**config.mk**
```make
export PLATFORM = sky130hd
export DESIGN_NAME = codec_resp_tracker
export DESIGN_NICKNAME = d
export VERILOG_FILES = /design/src/rtl/codec_resp_tracker.sv
export SDC_FILE = /design/constraint.sdc
export NUM_CORES = 2
export LEC_CHECK = 0
export BUFFER_PORTS_ARGS = -buffer_cell sky130_fd_sc_hd__buf_2
export CAP_MARGIN = 10
export CORE_MARGIN = 2
export CORE_UTILIZATION = 25
export DETAILED_ROUTE_END_ITERATION = 8
export PLACE_DENSITY = 0.5
export SLEW_MARGIN = 15
export SYNTH_ARGS = -nofsm -noshare
export SYNTH_HDL_FRONTEND = slang
export SYNTH_SLANG_ARGS = --single-unit
```
**constraint.sdc**
```tcl
create_clock -name clk -period 5.5 [get_ports clk]
set_clock_uncertainty 0.05 [all_clocks]
set_input_delay 1.1 -clock clk [delete_from_list [all_inputs] [get_ports clk]]
set_output_delay 1.1 -clock clk [all_outputs]
set_load 0.05 [all_outputs]
```
**src/rtl/codec_resp_tracker.sv**
```systemverilog
module codec_resp_tracker #(
  parameter int NUM_CODECS = 15,
  parameter int CNT_W      = 4
) (
  input  logic                  clk,
  input  logic                  rst_n,
  input  logic                  cmd_valid,
  input  logic [31:0]           cmd_word,
  input  logic                  rsp_valid,
  input  logic [31:0]           rsp_data,
  input  logic [31:0]           rsp_ext,
  input  logic [3:0]            rd_addr,
  output logic                  rd_busy,
  output logic [31:0]           rd_resp,
  output logic [NUM_CODECS-1:0] busy_vec,
  output logic                  evt_valid,
  output logic [31:0]           evt_data,
  output logic [31:0]           evt_ext,
  output logic                  err_addr,
  output logic                  err_spur,
  output logic [3:0]            err_spur_codec,
  output logic [31:0]           err_spur_data,
  output logic [31:0]           err_spur_cmd
);
  localparam logic [4:0]       NC      = 5'(NUM_CODECS);
  localparam logic [CNT_W-1:0] CNT_MAX = '1;

  logic [CNT_W-1:0] cnt_q  [NUM_CODECS];
  logic [31:0]      lcmd_q [NUM_CODECS];
  logic [31:0]      lres_q [NUM_CODECS];

  wire [3:0] cmd_field = cmd_word[31:28];
  wire [3:0] cmd_codec = ({1'b0, cmd_field} < NC) ? cmd_field : 4'd0;
  wire [3:0] rsp_addr  = rsp_ext[3:0];
  wire       rsp_legal = {1'b0, rsp_addr} < NC;
  wire       rsp_unsol = rsp_ext[4];
  wire       rsp_sol   = rsp_valid && rsp_legal && !rsp_unsol;
  wire       same_cmd  = cmd_valid && (cmd_codec == rsp_addr);
  wire       rsp_open  = rsp_legal && (cnt_q[rsp_addr] != '0);
  wire       matched   = rsp_sol && (rsp_open || same_cmd);
  wire       spurious  = rsp_sol && !matched;
  wire       rd_legal  = {1'b0, rd_addr} < NC;

  for (genvar c = 0; c < NUM_CODECS; c++) begin : g_codec
    wire hit_cmd = cmd_valid && (cmd_codec == 4'(c));
    wire hit_rsp = matched && (rsp_addr == 4'(c));

    always_ff @(posedge clk or negedge rst_n) begin
      if (!rst_n) begin
        cnt_q[c]  <= '0;
        lcmd_q[c] <= '0;
        lres_q[c] <= '0;
      end else begin
        case ({hit_cmd, hit_rsp})
          2'b10:   if (cnt_q[c] != CNT_MAX) cnt_q[c] <= cnt_q[c] + 1'b1;
          2'b01:   cnt_q[c] <= cnt_q[c] - 1'b1;
          default: cnt_q[c] <= cnt_q[c];
        endcase
        if (hit_cmd) lcmd_q[c] <= cmd_word;
        if (hit_rsp) lres_q[c] <= rsp_data;
      end
    end

    assign busy_vec[c] = cnt_q[c] != '0;
  end

  always_ff @(posedge clk or negedge rst_n) begin
    if (!rst_n) begin
      evt_valid      <= 1'b0;
      evt_data       <= '0;
      evt_ext        <= '0;
      err_addr       <= 1'b0;
      err_spur       <= 1'b0;
      err_spur_codec <= '0;
      err_spur_data  <= '0;
      err_spur_cmd   <= '0;
    end else begin
      evt_valid <= rsp_valid && rsp_legal && rsp_unsol;
      err_addr  <= rsp_valid && !rsp_legal;
      err_spur  <= spurious;
      if (rsp_valid && rsp_legal && rsp_unsol) begin
        evt_data <= rsp_data;
        evt_ext  <= rsp_ext;
      end
      if (spurious) begin
        err_spur_codec <= rsp_addr;
        err_spur_data  <= rsp_data;
        err_spur_cmd   <= lcmd_q[rsp_addr];
      end
    end
  end

  assign rd_busy = rd_legal && busy_vec[rd_addr];
  assign rd_resp = rd_legal ? lres_q[rd_addr] : 32'd0;
endmodule


```
# Yosys cells after proc, flatten, opt, wreduce, memory -nomap -nowiden
# Index checks and enable logic that the tools add are counted.
[classes] add_sub_neg=30 n_lt_le_gt_ge=6 n_eq_ne=89 n_mux=43 bitwise_logic=2 reduce_logical=91
[op_table] op="32-bit binary-select mux with 4-bit select" count=2
[op_table] op="32-bit 2-to-1 mux" count=5
[op_table] op="4-bit case mux with 2 select lines" count=15
[op_table] op="4-bit 2-to-1 mux" count=18
[op_table] op="4-bit nonzero test" count=16
[op_table] op="4-bit by 1-bit adder with 4-bit output, second input constant" count=15
[op_table] op="4-bit inequality test, second input constant" count=15
[op_table] op="4-bit by 1-bit subtractor with 4-bit output, second input constant" count=15
[op_table] op="4-bit == test, second input constant" count=14
[op_table] op="1-bit logical AND" count=39
[op_table] op="4-bit by 3-bit == test with 1-bit output, second input constant" count=8
[op_table] op="2-bit by 1-bit == test with 1-bit output, second input constant" count=15
[op_table] op="2-bit == test, second input constant" count=15
[op_table] op="2-bit inequality test, second input constant" count=15
[op_table] op="2-bit AND reduction" count=15
[op_table] op="2-bit nonzero test" count=15
[op_table] op="4-bit binary-select mux with 4-bit select" count=1
[op_table] op="4-bit by 2-bit == test with 1-bit output, second input constant" count=4
[op_table] op="4-bit less-than comparator, second input constant" count=3
[op_table] op="5-bit >= comparator, second input constant" count=2
[op_table] op="4-bit inverter with 5-bit output" count=2
[op_table] op="4-bit by 1-bit == test with 1-bit output, second input constant" count=2
[op_table] op="4-bit zero test" count=2
[op_table] op="4-bit by 5-bit less-than comparator with 1-bit output, second input constant" count=1
[op_table] op="other kinds (5)" count=7
[word_totals] reg_bits=1155 input_bits=104 wordCells=314

# Depth between registers and ports, before layout
[logic_depth] ltp_word=12 depth_mapped=18 mapped_depth_nobuf=13

# Worst setup path after synthesis
# No wires, ideal clock.
[synth_timing] path_type="input-to-output" start="input port rd_addr[0]" end="output port rd_resp[0]" arrival_ps=3384 required_time_ps=4350 path_slack_ps=966 stages=5 cell_sequence="clkbuf_1 -> clkbuf_1 -> buf_1 -> mux4_2 -> mux4_2"
[synth_via] elab_chain_cells=5 word_cells_on_any_way=6 classes_between="1 x order compare; 4 x mux; 1 x bitwise"
[synth_lines] element="start, declared" line_no="12" text="input logic [3:0] rd_addr,"
[synth_lines] element="4-bit inverter with 5-bit output (implied by the code)" line_no="94" text="assign rd_resp = rd_legal ? lres_q[rd_addr] : 32'd0;"
[synth_lines] element="32-bit binary-select mux with 4-bit select" line_no="94"
[synth_lines] element="32-bit 2-to-1 mux (implied by the code) (2 in series)" line_no="94"
[synth_lines] element="32-bit 2-to-1 mux (*)" line_no="94"
[synth_lines] element="end, declared" line_no="14" text="output logic [31:0] rd_resp,"
# Every way passes the cells marked *; elsewhere a longest branch is shown, timed or not. The select of a mux whose other input is x is not followed.

# Final worst setup path
[layout_timing] start="register cnt_q[48] in the netlist's numbering" end="output port rd_busy"
[layout_via] elab_chain_cells=4
[layout_lines] element="start, declared" line_no="28" text="logic [CNT_W-1:0] cnt_q [NUM_CODECS];"
[layout_lines] element="start signal, assigned by index" line_no="56" text="2'b01: cnt_q[c] <= cnt_q[c] - 1'b1;"
[layout_lines] element="start signal, assigned by index" line_no="57" text="default: cnt_q[c] <= cnt_q[c];"
[layout_lines] element="4-bit nonzero test" line_no="64" text="assign busy_vec[c] = cnt_q[c] != '0;"
[layout_lines] element="1-bit binary-select mux with 4-bit select" line_no="93" text="assign rd_busy = rd_legal && busy_vec[rd_addr];"
[layout_lines] element="1-bit 2-to-1 mux (implied by the code)" line_no="93"
[layout_lines] element="1-bit logical AND" line_no="93"
[layout_lines] element="end, declared" line_no="13" text="output logic rd_busy,"
# Every way passes these cells. The select of a mux whose other input is x is not followed.

==> impl_metrics.csv <==
group,metric,value,unit
yosys,yosys_warnings,0,
yosys,synth_area,52910,um^2
yosys,yosys.area.top_type,"dfrtp_1",
yosys,ys_ff_latch,1155,
yosys,synth_compound_area_share,2.311,%
floorplan,io_pins,287,
placed_design,routabilityCongestion,0.8029,
layout,multi_input_area,22740,um^2
yosys,syn_area_per_cell,14.49,um^2
yosys,synthXorXnorAreaFrac,0.7284,%
yosys,synthAdderAreaFrac,1.277,%
yosys,ys_seq_area_share,54.63,%
layout,layout.nets,4031,
yosys,synth_common_cells,"dfrtp_1, mux2_2, nand2_1",
floorplan,dieArea,215300,um^2
global_route,grtUsageTotal,14.15,%
layout,final_area,62200,um^2
yosys,synth.distinct_cells,60,
sta,tns,0,ns
drt,drc,0,
yosys,async_flop_share,100.0,%
clocking,cts_setup_buffers,0,
global_route,antenna_found_initial,21,
sta,timing.fmax,223.1,MHz
drt,routed.top_layer,"met5",
global_route,grt_pass1_wl,228900,um
drt,met2_wirelength,74690,um
critical_path,max_stage_delay,0.70,ns
critical_path,setup.worst_path.end_class,"output port",
pwr,power-per-cell-area,445.9,nW/um^2
sta,fin_crit,4.483,ns
critical_path,cp_data_required_time,4.35,ns
critical_path,critPathMaxFanout,5,
floorplan,core_area,210000,um^2
placed_design,hpwl,87720,um
yosys,synth_mux_area_share,33.40,%
critical_path,arrival,3.33,ns
sta,rsz0062_at_grt,"no",
clocking,numClockSinks,1155,
critical_path,critPathLaunchType,"flop",
clocking,clk_path_buf_depth,3,
clocking,clk_latency,0.78,ns
global_route,grt_overflow,0,
yosys,synth_fp_nets,3800,
yosys,synth_top_area_share,54.63,%
job,cap_viol_max_count,0,
clocking,root_buffer,"clkbuf_16",
drt,vias_per_cell,4.607,
layout,drive_gt1_share,47.33,%
clocking,ctsResizeCount,0,
floorplan,die_w,464.0,um
layout,nFillCells,21080,
floorplan,std_cell_rows,168,
sta,relSlewSlack,29.20,%
critical_path,worstSetupPathType,"reg2out",
global_route,grt_max_degree,135,
sta,hold_viol_final,0,
pwr,power.leakage,27.73,nW
critical_path,critPathSlowestCell,"or4_1",
floorplan,initial_core_util,25.19,%
sta,max_slew.worst_pin.slew,1.062,ns
drt,ant_nets,0,
clocking,htreeDepth,4,
global_route,grt_pass1_vias,33320,
drt,finalWirelength,152600,um
yosys,yosys.area_share.simple,5.021,%
sta,maxSlewViolCount,0,
sta,setup_violations,0,
yosys,synth.area.top_cells,"dfrtp_1, mux2_2, mux4_2, nand2_1, mux2i_1",
clocking,cts_hold_buf,0,
yosys,syn_inst,3651,
yosys,synth_edf_count,0,
outcome,status,"finished clean",
floorplan,die_h,464.0,um
pwr,ir_worst_vdd,0.3598,mV
layout,syn_to_final_growth,17.57,%
yosys,ys_dominant_reg_cell,"dfrtp_1",
placed_design,dpl_cell_area,57630,um^2
critical_path,worstPathCellList,"or4_1 > mux4_2 > mux2i_1 > o21ai_0 > buf_2",
drt,first_pass_iters,5,
drt,vias,31300,
drt,wire_per_inst,22.45,um
sta,fin_crit_sh,81.51,%
clocking,numCtsBuffers,141,
drt,drt-met1-wl,66580,um
layout,seq_area,28900,um^2
clocking,cts_tree,"yes",
clocking,clkTransAtPathRegs,0.06,ns
drt,drt-initial-drc-count,1716,
worst_hold_path,hold_class,"in2async",
drt,met3WireLength,6277,um
yosys,synth_top_family_by_area,"multiplexers",
yosys,synth.most_common_cell,"dfrtp_1",
placed_design,io_buffers,286,
-- worst paths after layout --
kind	from	endpoint	slack, ns	cells past startpoint
max	cnt_q[48]	rd_busy	1.02	5
min	rst_n	lres_q[48]	0.27	1
max reg2reg	cnt_q[59]	cnt_q[10]	1.87	9
min reg2reg	lcmd_q[252]	lcmd_q[252]	0.41	1
max in group asynchronous	rst_n	lcmd_q[70]	3.78	2
min in group clk	lcmd_q[252]	lcmd_q[252]	0.41	1
-- sequential cells by signal, indices dropped and copies added (netlist names) --
name / flops
cnt_q: 60
evt_valid: 1
err_spur_data: 32
err_spur_codec: 4
evt_data: 32
lcmd_q: 480
err_spur_cmd: 32
err_spur: 1
evt_ext: 32
lres_q: 480
err_addr: 1
-- routing by layer --
metal	vias to the layer above	global-route usage, %
li1	13660	-
met1	16760	18.16
met2	614	23.75
met3	252	2.735
met4	22	4.827
met5	-	0
-- layout make-up --
| type | instances | share of cell area [%] |
|---|---|---|
| antenna | 5 | 0.02011 |
| tap | 2805 | 5.642 |
| clock inverter | 41 | 0.6597 |
| inverter | 54 | 0.3258 |
| multi-input combinational | 2160 | 36.56 |
| clock buffer | 205 | 6.676 |
| sequential | 1155 | 46.46 |
| timing repair buffer | 370 | 3.653 |
-- kinds of logic (layout without fill, tap and decap cells) --
logic type / count (synthesis) / count (layout)
multiplexers: 1315 / 1315
flip-flops: 1155 / 1155
AND/OR/NAND/NOR: 594 / 594
buffers and inverters: 336 / 670
AO/OA/AOI/OAI: 162 / 162
adder cells (fa/ha/maj): 45 / 45
XOR/XNOR: 44 / 44
other: 0 / 5
-- report_power, final --
part	leakage [nW]	internal (mW)	switching (mW)
logic	11.0	3.03	3.70
registers	14.5	10.6	1.22
clock network	2.25	5.39	3.77
total	27.7	19.0	8.69
-- critical path: cells and delay by family, from the launching register on --
| kind | cells | cell delay [ns] |
|---|---|---|
| multiplexers | 2 | 0.83 |
| AND/OR/NAND/NOR | 1 | 0.70 |
| flip-flops | 1 | 0.45 |
| buffers and inverters | 1 | 0.33 |
| AO/OA/AOI/OAI | 1 | 0.27 |
-- placed cells by master, fill, tap and decap left out, types with 7 or more instances in the layout --
master / count
nor2b_1: 20
or2_2: 33
o21ai_0: 71
inv_1: 51
clkbuf_16: 144
nand2_1: 365
xor2_1: 13
buf_12: 14
a21oi_1: 18
fa_1: 15
nand3_1: 14
buf_4: 72
clkbuf_1: 29
clkinv_2: 19
clkinv_8: 7
o2bb2ai_1: 13
nor3_1: 27
xnor2_1: 31
mux2i_1: 84
nand4_1: 15
nor2_4: 8
mux2i_2: 7
mux4_2: 262
and2_1: 16
dfrtp_1: 1155
mux2_1: 8
nand2b_1: 20
clkbuf_8: 34
buf_2: 280
a21o_1: 15
ha_1: 30
nor2_1: 38
o31ai_4: 14
mux2_2: 954
-- through the flow --
stage / cells / hold WS (ns) / utilization (%) / power, mW / setup slack (ns)
finish: 6795 / 0.2682 / 29.62 / 27.74 / 1.017
global route: 6794 / 0.3149 / 29.62 / 29.23 / 0.9290
detailed placement: 6544 / 0.3971 / 27.44 / 18.82 / 0.6747
floorplan: 3651 / 0.3787 / - / 16.77 / 0.9662
global placement: 6544 / 0.3939 / 27.44 / 18.65 / 0.7910
CTS: 6790 / 0.2788 / 29.62 / 28.20 / 0.8817
No activity file was read; power rests on OpenSTA's default activity.
